[src/rtl/tmr_pkg.sv]
package tmr_pkg;

   // shared register addresses (read, set alias, clear alias)
   localparam logic [7:0] A_EN       = 8'h10;
   localparam logic [7:0] A_EN_SET   = 8'h14;
   localparam logic [7:0] A_EN_CLR   = 8'h18;
   localparam logic [7:0] A_STOP     = 8'h1C;
   localparam logic [7:0] A_STOP_SET = 8'h2C;
   localparam logic [7:0] A_STOP_CLR = 8'h3C;
   localparam logic [7:0] A_FLAG     = 8'h20;
   localparam logic [7:0] A_FLAG_SET = 8'h24;
   localparam logic [7:0] A_FLAG_CLR = 8'h28;
   localparam logic [7:0] A_MASK     = 8'h30;
   localparam logic [7:0] A_MASK_SET = 8'h34;
   localparam logic [7:0] A_MASK_CLR = 8'h38;

   // channel windows
   localparam int         CH_BASE   = 64;
   localparam int         CH_SPAN   = 16;
   localparam logic [3:0] OFS_FULL  = 4'h0;
   localparam logic [3:0] OFS_HALF  = 4'h4;
   localparam logic [3:0] OFS_CNT   = 4'h8;
   localparam logic [3:0] OFS_CTRL  = 4'hC;

   localparam int WDT_BIT    = 16;
   localparam int HALF_SHIFT = 16;
   localparam int REG_W      = 16;

   typedef struct packed {
      logic       pwm_low;
      logic       pwm_en;
      logic       rsvd;
      logic [2:0] ps;
      logic       src_ext;
      logic       src_rtc;
      logic       src_bus;
   } ch_ctrl_t;

   localparam int CTRL_W = $bits(ch_ctrl_t);

   function automatic logic [31:0] lane_mask(input logic [3:0] be);
      logic [31:0] m;
      m = '0;
      for (int i = 0; i < 4; i++) m[8*i +: 8] = {8{be[i]}};
      return m;
   endfunction

endpackage

[src/rtl/tmr_setclr_reg.sv]
module tmr_setclr_reg #(
   parameter int           W       = 32,
   parameter logic [W-1:0] IMPL    = '1,
   parameter logic [W-1:0] RST_VAL = '0
) (
   input  logic         clk,
   input  logic         rst_n,
   input  logic         set_stb,
   input  logic         clr_stb,
   input  logic [W-1:0] wd,
   input  logic [W-1:0] hw_set,
   output logic [W-1:0] q
);

   logic [W-1:0] set_v;
   logic [W-1:0] clr_v;
   logic [W-1:0] q_nx;

   // hardware set is applied after the clear so a same-cycle hit survives
   always_comb begin
      set_v = set_stb ? wd : '0;
      clr_v = clr_stb ? wd : '0;
      q_nx  = ((q & ~clr_v) | set_v | hw_set) & IMPL;
   end

   always_ff @(posedge clk or negedge rst_n) begin
      if (!rst_n) q <= RST_VAL & IMPL;
      else        q <= q_nx;
   end

endmodule

[src/rtl/tmr_prescale.sv]
module tmr_prescale #(
   parameter int MAX_CODE = 5
) (
   input  logic       clk,
   input  logic       rst_n,
   input  logic       run,
   input  logic       src_tick,
   input  logic [2:0] code,
   output logic       tick
);

   localparam int PS_W = (MAX_CODE > 0) ? 2 * MAX_CODE : 1;

   generate
      if (MAX_CODE == 0) begin : g_bypass
         logic unused_code;
         assign unused_code = ^code;
         assign tick = run & src_tick;
      end else begin : g_div
         logic [PS_W-1:0] ps_q;
         logic [2:0]      eff;
         logic [PS_W-1:0] need;

         // codes above the supported range clamp to the largest divider
         always_comb begin
            eff  = (code > 3'(MAX_CODE)) ? 3'(MAX_CODE) : code;
            need = '0;
            for (int k = 0; k < MAX_CODE; k++)
               if (k < int'(eff)) need[2*k +: 2] = 2'b11;
         end

         always_ff @(posedge clk or negedge rst_n) begin
            if (!rst_n)        ps_q <= '0;
            else if (!run)     ps_q <= '0;
            else if (src_tick) ps_q <= ps_q + 1'b1;
         end

         assign tick = run & src_tick & ((ps_q & need) == need);
      end
   endgenerate

endmodule

[src/rtl/tmr_channel.sv]
module tmr_channel
   import tmr_pkg::*;
#(
   parameter int CNT_W       = 16,
   parameter int MAX_PS_CODE = 5,
   parameter bit HAS_PWM     = 1'b1
) (
   input  logic             clk,
   input  logic             rst_n,
   input  logic             run,
   input  logic             rtc_tick,
   input  logic             ext_tick,
   input  logic             wr_full,
   input  logic             wr_half,
   input  logic             wr_cnt,
   input  logic             wr_ctrl,
   input  logic [REG_W-1:0] wd,
   input  logic [REG_W-1:0] bm,
   output logic [CNT_W-1:0] cnt,
   output logic [CNT_W-1:0] full_cmp,
   output logic [CNT_W-1:0] half_cmp,
   output ch_ctrl_t         ctrl,
   output logic             hit_full,
   output logic             hit_half,
   output logic             pwm
);

   logic [CNT_W-1:0] cnt_q, full_q, half_q;
   logic [CNT_W-1:0] wd_c, bm_c;
   ch_ctrl_t         ctrl_q, ctrl_nx;
   logic             src_tick, cnt_tick, at_full, at_half;

   assign wd_c = wd[CNT_W-1:0];
   assign bm_c = bm[CNT_W-1:0];

   always_comb begin
      ctrl_nx      = ch_ctrl_t'((ctrl_q & ~bm[CTRL_W-1:0]) | (wd[CTRL_W-1:0] & bm[CTRL_W-1:0]));
      ctrl_nx.rsvd = 1'b0;
   end

   generate
      if (CNT_W < REG_W) begin : g_unused_hi
         logic unused_hi;
         assign unused_hi = ^{wd[REG_W-1:CNT_W], bm[REG_W-1:CNT_W]};
      end
   endgenerate

   // compare and control registers
   always_ff @(posedge clk or negedge rst_n) begin
      if (!rst_n) begin
         full_q <= '1;
         half_q <= '1;
         ctrl_q <= '0;
      end else begin
         if (wr_full) full_q <= (full_q & ~bm_c) | (wd_c & bm_c);
         if (wr_half) half_q <= (half_q & ~bm_c) | (wd_c & bm_c);
         if (wr_ctrl) ctrl_q <= ctrl_nx;
      end
   end

   assign src_tick = ctrl_q.src_bus
                   | (ctrl_q.src_rtc & rtc_tick)
                   | (ctrl_q.src_ext & ext_tick);

   tmr_prescale #(.MAX_CODE(MAX_PS_CODE)) u_ps (
      .clk      (clk),
      .rst_n    (rst_n),
      .run      (run),
      .src_tick (src_tick),
      .code     (ctrl_q.ps),
      .tick     (cnt_tick)
   );

   assign at_full = (cnt_q == full_q);
   assign at_half = (cnt_q == half_q);

   // software load wins over a counting tick
   always_ff @(posedge clk or negedge rst_n) begin
      if (!rst_n)        cnt_q <= '0;
      else if (wr_cnt)   cnt_q <= (cnt_q & ~bm_c) | (wd_c & bm_c);
      else if (cnt_tick) cnt_q <= at_full ? '0 : cnt_q + 1'b1;
   end

   assign hit_full = cnt_tick & at_full;
   assign hit_half = cnt_tick & at_half;

   generate
      if (HAS_PWM) begin : g_pwm
         assign pwm = ctrl_q.pwm_en ? ((cnt_q <= half_q) ^ ctrl_q.pwm_low) : ctrl_q.pwm_low;
      end else begin : g_no_pwm
         assign pwm = 1'b0;
      end
   endgenerate

   assign cnt      = cnt_q;
   assign full_cmp = full_q;
   assign half_cmp = half_q;
   assign ctrl     = ctrl_q;

endmodule

[src/rtl/tmr_unit.sv]
module tmr_unit
   import tmr_pkg::*;
#(
   parameter int NUM_CH      = 8,
   parameter int CNT_W       = 16,
   parameter int MAX_PS_CODE = 5,
   parameter bit HAS_PWM     = 1'b1,
   localparam int ADDR_W     = $clog2(CH_BASE + CH_SPAN * NUM_CH)
) (
   input  logic              clk,
   input  logic              rst_n,
   input  logic [ADDR_W-1:0] bus_addr,
   input  logic              bus_we,
   input  logic [3:0]        bus_be,
   input  logic [31:0]       bus_wdata,
   output logic [31:0]       bus_rdata,
   input  logic              rtc_tick,
   input  logic              ext_tick,
   output logic              irq,
   output logic              wdt_clk_en,
   output logic [NUM_CH-1:0] pwm_out
);

   localparam logic [31:0] CH_BITS   = (32'd1 << NUM_CH) - 32'd1;
   localparam logic [31:0] EN_IMPL   = CH_BITS;
   localparam logic [31:0] STOP_IMPL = CH_BITS | (32'd1 << WDT_BIT);
   localparam logic [31:0] FLAG_IMPL = CH_BITS | (CH_BITS << HALF_SHIFT);
   localparam int          CH_END    = CH_BASE + CH_SPAN * NUM_CH;
   localparam int          IDX_W     = ADDR_W - 4;

   // elaboration-time parameter checks
   generate
      if (NUM_CH < 1 || NUM_CH > 16) begin : g_bad_num_ch
         $error("tmr_unit: NUM_CH must lie in 1..16");
      end
      if (CNT_W < CTRL_W || CNT_W > REG_W) begin : g_bad_cnt_w
         $error("tmr_unit: CNT_W must lie in 9..16");
      end
      if (MAX_PS_CODE < 0 || MAX_PS_CODE > 7) begin : g_bad_ps
         $error("tmr_unit: MAX_PS_CODE must lie in 0..7");
      end
   endgenerate

   logic [31:0]       wdm;
   logic [31:0]       en_q, stop_q, flag_q, mask_q, hw_flag;
   logic [NUM_CH-1:0] run_vec, hit_f, hit_h;
   logic [NUM_CH*CNT_W-1:0] cnt_flat;
   logic              in_ch;
   logic [IDX_W-1:0]  ch_idx;
   logic [3:0]        ofs;

   logic [CNT_W-1:0]  cnt_a  [NUM_CH];
   logic [CNT_W-1:0]  full_a [NUM_CH];
   logic [CNT_W-1:0]  half_a [NUM_CH];
   ch_ctrl_t          ctrl_a [NUM_CH];

   assign wdm = bus_wdata & lane_mask(bus_be);

   function automatic logic wr_at(input logic [7:0] a);
      return bus_we && (bus_addr == ADDR_W'(a));
   endfunction

   // shared registers
   tmr_setclr_reg #(.W(32), .IMPL(EN_IMPL), .RST_VAL(32'h0)) u_en (
      .clk(clk), .rst_n(rst_n), .set_stb(wr_at(A_EN_SET)), .clr_stb(wr_at(A_EN_CLR)),
      .wd(wdm), .hw_set(32'h0), .q(en_q));

   tmr_setclr_reg #(.W(32), .IMPL(STOP_IMPL), .RST_VAL(32'hFFFF_FFFF)) u_stop (
      .clk(clk), .rst_n(rst_n), .set_stb(wr_at(A_STOP_SET)), .clr_stb(wr_at(A_STOP_CLR)),
      .wd(wdm), .hw_set(32'h0), .q(stop_q));

   tmr_setclr_reg #(.W(32), .IMPL(FLAG_IMPL), .RST_VAL(32'h0)) u_flag (
      .clk(clk), .rst_n(rst_n), .set_stb(wr_at(A_FLAG_SET)), .clr_stb(wr_at(A_FLAG_CLR)),
      .wd(wdm), .hw_set(hw_flag), .q(flag_q));

   tmr_setclr_reg #(.W(32), .IMPL(FLAG_IMPL), .RST_VAL(32'hFFFF_FFFF)) u_mask (
      .clk(clk), .rst_n(rst_n), .set_stb(wr_at(A_MASK_SET)), .clr_stb(wr_at(A_MASK_CLR)),
      .wd(wdm), .hw_set(32'h0), .q(mask_q));

   // channel window decode
   assign in_ch  = (int'(bus_addr) >= CH_BASE) && (int'(bus_addr) < CH_END);
   assign ch_idx = bus_addr[ADDR_W-1:4] - IDX_W'(CH_BASE / CH_SPAN);
   assign ofs    = bus_addr[3:0];

   generate
      for (genvar i = 0; i < NUM_CH; i++) begin : g_ch
         logic sel;
         assign sel        = bus_we && in_ch && (ch_idx == IDX_W'(i));
         assign run_vec[i] = en_q[i] & ~stop_q[i];

         tmr_channel #(
            .CNT_W       (CNT_W),
            .MAX_PS_CODE (MAX_PS_CODE),
            .HAS_PWM     (HAS_PWM)
         ) u_chan (
            .clk      (clk),
            .rst_n    (rst_n),
            .run      (run_vec[i]),
            .rtc_tick (rtc_tick),
            .ext_tick (ext_tick),
            .wr_full  (sel && ofs == OFS_FULL),
            .wr_half  (sel && ofs == OFS_HALF),
            .wr_cnt   (sel && ofs == OFS_CNT),
            .wr_ctrl  (sel && ofs == OFS_CTRL),
            .wd       (wdm[REG_W-1:0]),
            .bm       (lane_mask(bus_be) & 32'h0000_FFFF),
            .cnt      (cnt_a[i]),
            .full_cmp (full_a[i]),
            .half_cmp (half_a[i]),
            .ctrl     (ctrl_a[i]),
            .hit_full (hit_f[i]),
            .hit_half (hit_h[i]),
            .pwm      (pwm_out[i])
         );

         assign cnt_flat[i*CNT_W +: CNT_W] = cnt_a[i];
      end
   endgenerate

   assign hw_flag = 32'(hit_f) | (32'(hit_h) << HALF_SHIFT);

   // read path
   always_comb begin
      bus_rdata = '0;
      if (bus_addr == ADDR_W'(A_EN))        bus_rdata = en_q;
      else if (bus_addr == ADDR_W'(A_STOP)) bus_rdata = stop_q;
      else if (bus_addr == ADDR_W'(A_FLAG)) bus_rdata = flag_q;
      else if (bus_addr == ADDR_W'(A_MASK)) bus_rdata = mask_q;
      else if (in_ch) begin
         for (int i = 0; i < NUM_CH; i++) begin
            if (ch_idx == IDX_W'(i)) begin
               case (ofs)
                  OFS_FULL: bus_rdata = 32'(full_a[i]);
                  OFS_HALF: bus_rdata = 32'(half_a[i]);
                  OFS_CNT:  bus_rdata = 32'(cnt_a[i]);
                  OFS_CTRL: bus_rdata = 32'(ctrl_a[i]);
                  default:  bus_rdata = '0;
               endcase
            end
         end
      end
   end

   assign irq        = |(flag_q & ~mask_q);
   assign wdt_clk_en = ~stop_q[WDT_BIT];

endmodule

[config.mk]
export PLATFORM = sky130hd
export DESIGN_NAME = tmr_unit
export DESIGN_NICKNAME = d
export VERILOG_FILES = /design/src/rtl/tmr_pkg.sv /design/src/rtl/tmr_setclr_reg.sv /design/src/rtl/tmr_prescale.sv /design/src/rtl/tmr_channel.sv /design/src/rtl/tmr_unit.sv
export SDC_FILE = /design/constraint.sdc
export NUM_CORES = 2
export LEC_CHECK = 0
export BUFFER_PORTS_ARGS = -buffer_cell sky130_fd_sc_hd__buf_2
export CAP_MARGIN = 40
export CORE_ASPECT_RATIO = 1.75
export CORE_UTILIZATION = 36
export CTS_CLUSTER_SIZE = 28
export DETAILED_ROUTE_END_ITERATION = 10
export GPL_ROUTABILITY_DRIVEN = 1
export SETUP_SLACK_MARGIN = 0.5
export SLEW_MARGIN = 30
export SYNTH_ARGS = -nofsm -noshare
export SYNTH_HDL_FRONTEND = slang
export SYNTH_SLANG_ARGS = --single-unit
[constraint.sdc]
create_clock -name clk -period 3.1 [get_ports clk]
set_input_delay 0 -clock clk [delete_from_list [all_inputs] [get_ports clk]]
set_output_delay 0 -clock clk [all_outputs]
set_load 0.005 [all_outputs]
# After elaboration in Yosys (flattened, before gate mapping)

Index checks and enable logic that the tools add are counted.

Register bits: 577
Input bits: 49
Output and inout bits: 42
Logic and storage cells: 581

Add/sub/neg operators: 17
Order comparisons: 58
Equality and inequality tests: 54
Mux-type cells: 125
Bitwise logic cells: 182
Reduce and logical (&&, ||, !) cells: 61

Operators by type and width:

| operator                | count |
|---|---|
| $pmux W16 S4            | 8 |
| $and A16 B16 Y16        | 25 |
| $mux W16                | 25 |
| $mux W32                | 12 |
| $or A16 B16 Y16         | 24 |
| $eq A16 B16 Y1          | 16 |
| $mux W10                | 16 |
| $add A16 B1 Y16 const B | 8 |
| $le A16 B16 Y1          | 8 |
| $mux W24                | 4 |
| $and A9 B9 Y9           | 9 |
| $add A10 B1 Y10 const B | 8 |
| $and A10 B10 Y10        | 8 |
| $eq A10 B10 Y1          | 8 |
| $mux W2                 | 40 |
| $and A24 B24 Y24        | 3 |
| $or A24 B24 Y24         | 3 |
| $or A9 B9 Y9            | 8 |
| $eq A8 B6 Y1 const B    | 8 |
| $and A1 B1 Y1           | 56 |
| $logic_and A1 B1 Y1     | 50 |
| $lt A1 B3 Y1 const A    | 16 |
| $lt A2 B3 Y1 const A    | 16 |
| $not A24 Y24            | 2 |
| other kinds (32)        | 116 |

# Longest topological paths before layout

Word-level depth: 15
Mapped depth: 11
Depth with buffers taken out: 8

# Modules after synthesis

Synthesis repeated with hierarchy kept, for this count alone.

Cells, all modules: 4393
Area, all modules: 41558.6 um^2

Modules (own cells, without submodules):

| module                            | times used | cells each | area each (um^2) | sequential area each (um^2) |
|---|---|---|---|---|
| tmr_channel at g_ch[1].u_chan ... | 7          | 352        | 3518.4           | 1441.4 |
| tmr_unit                          | 1          | 887        | 6328.6           | 0.0 |
| tmr_prescale                      | 8          | 56         | 545.5            | 250.2 |
| tmr_channel at g_ch[0].u_chan     | 1          | 352        | 3573.4           | 1441.4 |
| tmr_setclr_reg at u_mask          | 1          | 69         | 812.0            | 420.4 |
| tmr_setclr_reg at u_flag          | 1          | 69         | 792.0            | 400.4 |
| tmr_setclr_reg at u_stop          | 1          | 53         | 553.0            | 236.5 |
| tmr_setclr_reg at u_en            | 1          | 51         | 506.7            | 200.2 |

# Worst setup path after synthesis

No wires, ideal clock.

Kind: register to output
From: register (tool-made name)
To: output port pwm_out[6]
Arrival: 2195 ps
Data required time: 3100 ps
Path slack: 905 ps
Stages on the path, launching flop included: 10
Buffers on the path: 1
Cells stage by stage: dfstp_2 -> inv_1 -> ha_1 -> and4_1 -> o21a_1 -> o311ai_0 -> a31oi_1 -> mux2i_1 -> a2111o_1 -> buf_4

RTL lines:

| what             | RTL line       | RTL |
|---|---|---|
| end: declaration | tmr_unit.sv:21 | `output logic [NUM_CH-1:0] pwm_out` |

==> impl_metrics.ini <==
[outcome]
status = finished, final reports clean

[grt]
grt_antenna_before_repair = 5
overflow = 0
grt_pass1_wl_um = 224000
grt_usage_pct = 29.5
grt_max_degree = 107
first_global_vias = 32200

[pwr]
p_leak_nw = 17.8
swShare_pct = 28.2
power_frac_clock_pct = 42.0
irDropWorstVdd_v = 0.000378
p_comb_share_pct = 13.3
seq_power_share_pct = 44.7
internal-power_w = 0.0125
power_density_nw_per_um2 = 394
power_switching_w = 0.00493

[placed_design]
dp_hpwl_um = 112000
placement.setup.worst_slack_ns = 0.0661
io_buffer_count = 73
finalWeightedCongestion = 1.04

[die]
ios = 91
coreArea_um2 = 102000
start_util_pct = 36.2
die_h_um = 425
num_rows = 155
fp.dieW_um = 244
die_area_um2 = 104000

[synthesis]
postSynth.asyncResetShare_pct = 100
synth_area_per_cell_um2 = 9.98
ys_top_cells_by_count = 335 x mux2_2, 296 x dfrtp_1, 281 x dfstp_2, 280 x o21ai_0, 253 x nand2_1
synth.most_common_cell = mux2_2
synthTopCellsByArea = dfrtp_1 20%, dfstp_2 20%, mux2_2 10%
seq_area_frac_synth_pct = 40.1
synth.distinct_cells = 90
synth_area_um2 = 36900
syn_inst = 3698
synth_edf_count = 0
ys_seq_elements = 577
synthFlopType = dfrtp_1
synth_top_area_share_pct = 20.1
yosysWarningCount = 0
yosysTopAreaCell = dfrtp_1

[cts]
clkTransAtPathRegs_ns = 0.07
insertion_delay_ns = 0.68
cts_tree = done
cts.htree.levels = 2
clockBufferDepth = 3
cts.sinks = 577
cts_root_buf = clkbuf_16
numCtsBuffers = 53

[sta]
finalCritPeriodShare_pct = 97.8
holdWs_ns = 0.0378
fmax_mhz = 330
max_slew_margin_pct = 40.5
finalHoldViolCount = 0
fin_ws_ns = 0.0675
finalMaxSlewViolations = 0
finalCriticalPeriod_ns = 3.03
setup_tns_ns = 0
rsz0062_at_grt = yes
tightest_slew_ns = 0.891
setup_violations = 0
skew_ns = 0.0333

[routing]
first_iter_violations = 3228
drt_first_pass_iters = 8
drc = 0
ant_nets = 0
wl_per_cell_um = 29.3
dr_total_vias = 33000
routed_via_density = 6.21
routed_wl_um = 156000

[setup_path]
crit_fanout = 10
critPathLaunchType = flop
critPathSlowestCell = mux4_2
path_cells = mux4_2 -> a21oi_1 -> a2bb2oi_2 -> o311ai_1 -> a31oi_1 -> o21ai_2 -> buf_4 -> buf_2
worst_ep_arrival_time_ns = 3.03
crit_type = reg -> out
slowest_delay_ns = 0.54
required_ns = 3.10
endpoint_kind = output pin

[finish]
nets = 4122
syn_to_final_growth_pct = 20.2
final_layout_size_suffix_gt1_share_pct = 36.8

[run]
drv_cap = 0

[worst_hold_path]
min_path_type = in -> reg
-- power by group through the flow --
stage	registers [W]	clock network [W]	logic [W]
6_report	0.00781	0.00733	0.00233
5_1_grt	0.00782	0.00765	0.00240
4_1_cts	0.00780	0.00743	0.00220
3_5_place_dp	0.00793	0	0.00200
3_3_place_gp	0.00793	0	0.00200
2_1_floorplan	0.00788	0	0.000960
-- repair_timing --
item                                    in CTS  in global routing
gates cloned                                 1                  0
hold buffers                                26                  0
endpoints found under the setup margin      24                 39
hold endpoints to repair                   286                  0
buffers inserted                            51                 26
gates resized for setup                    266                103
pin swaps                                  117                 75
-- placed cells by master, fill, tap and decap left out, types with 70 or more instances in the layout --
master	count
mux2_2	335
dfstp_2	281
buf_4	276
dfrtp_1	256
o21ai_0	250
nand2_1	246
inv_1	191
nor2_1	167
a21oi_1	118
xnor2_1	107
nand3_1	106
a22o_1	98
nand4_1	97
ha_1	93
xor2_1	81
o32ai_1	70
-- cells by family (layout without fill, tap and decap cells) --
group           Yosys count  after routing  synth area share, %
flops                   577            577                 40.1
other cells               1              9               0.0102
compound gates          955            955                 17.7
fa+ha+maj               147            147                 4.99
buf+inv                 453            718                 5.22
xor+xnor                192            192                 4.56
simple gates            936            937                 13.2
mux                     437            437                 14.3
-- cell type report --
class / count / area (um^2)
antenna: 1 / 2.50
multi-input combinational: 2676 / 22000
fill: 9648 / 57500
clock inverter: 16 / 259
timing repair buffer: 397 / 3150
inverter: 221 / 832
clock buffer: 84 / 1620
tap: 1334 / 1670
sequential: 577 / 14800
-- per-stage QoR --
stage,total power [W],utilization (%),cell area (um^2),std cells
2_1_floorplan,0.00884,-,36900,3705
3_3_place_gp,0.00993,39.0,39700,5098
3_5_place_dp,0.00994,39.0,39700,5098
4_1_cts,0.0174,42.8,43600,5276
5_1_grt,0.0179,43.5,44300,5305
6_report,0.0175,43.5,44300,5306
-- worst max-delay path, delay by kind of cell, from the launching register on --
kind | cells | cell delay [ns]
AO/OA/AOI/OAI | 5 | 1.04
multiplexers | 1 | 0.54
flip-flops | 1 | 0.48
buffers and inverters | 2 | 0.31
-- layer usage --
metal	global-route usage (%)	wire (um)	up-vias
met4	25.8	16200	4
met2	47.7	72200	1645
met1	33.2	55600	16600
met5	0.280	21	-
met3	5.52	11700	587
li1	-	-	14100
-- worst paths after layout --
kind | from | to | slack, ns | cells past startpoint
setup / recovery | flop | bus_rdata[4] | 0.07 | 8
hold / removal | bus_wdata[2] | flop | 0.04 | 3
setup reg to reg | flop | flop | 0.52 | 7
hold reg to reg | u_stop.q[16]$_DFF_PN1_ | u_stop.q[16]$_DFF_PN1_ | 0.50 | 2
max in group asynchronous | rst_n | async pin | 2.29 | 3
min in group asynchronous | rst_n | async pin | 0.06 | 2
No activity file was read; power rests on OpenSTA's default activity.
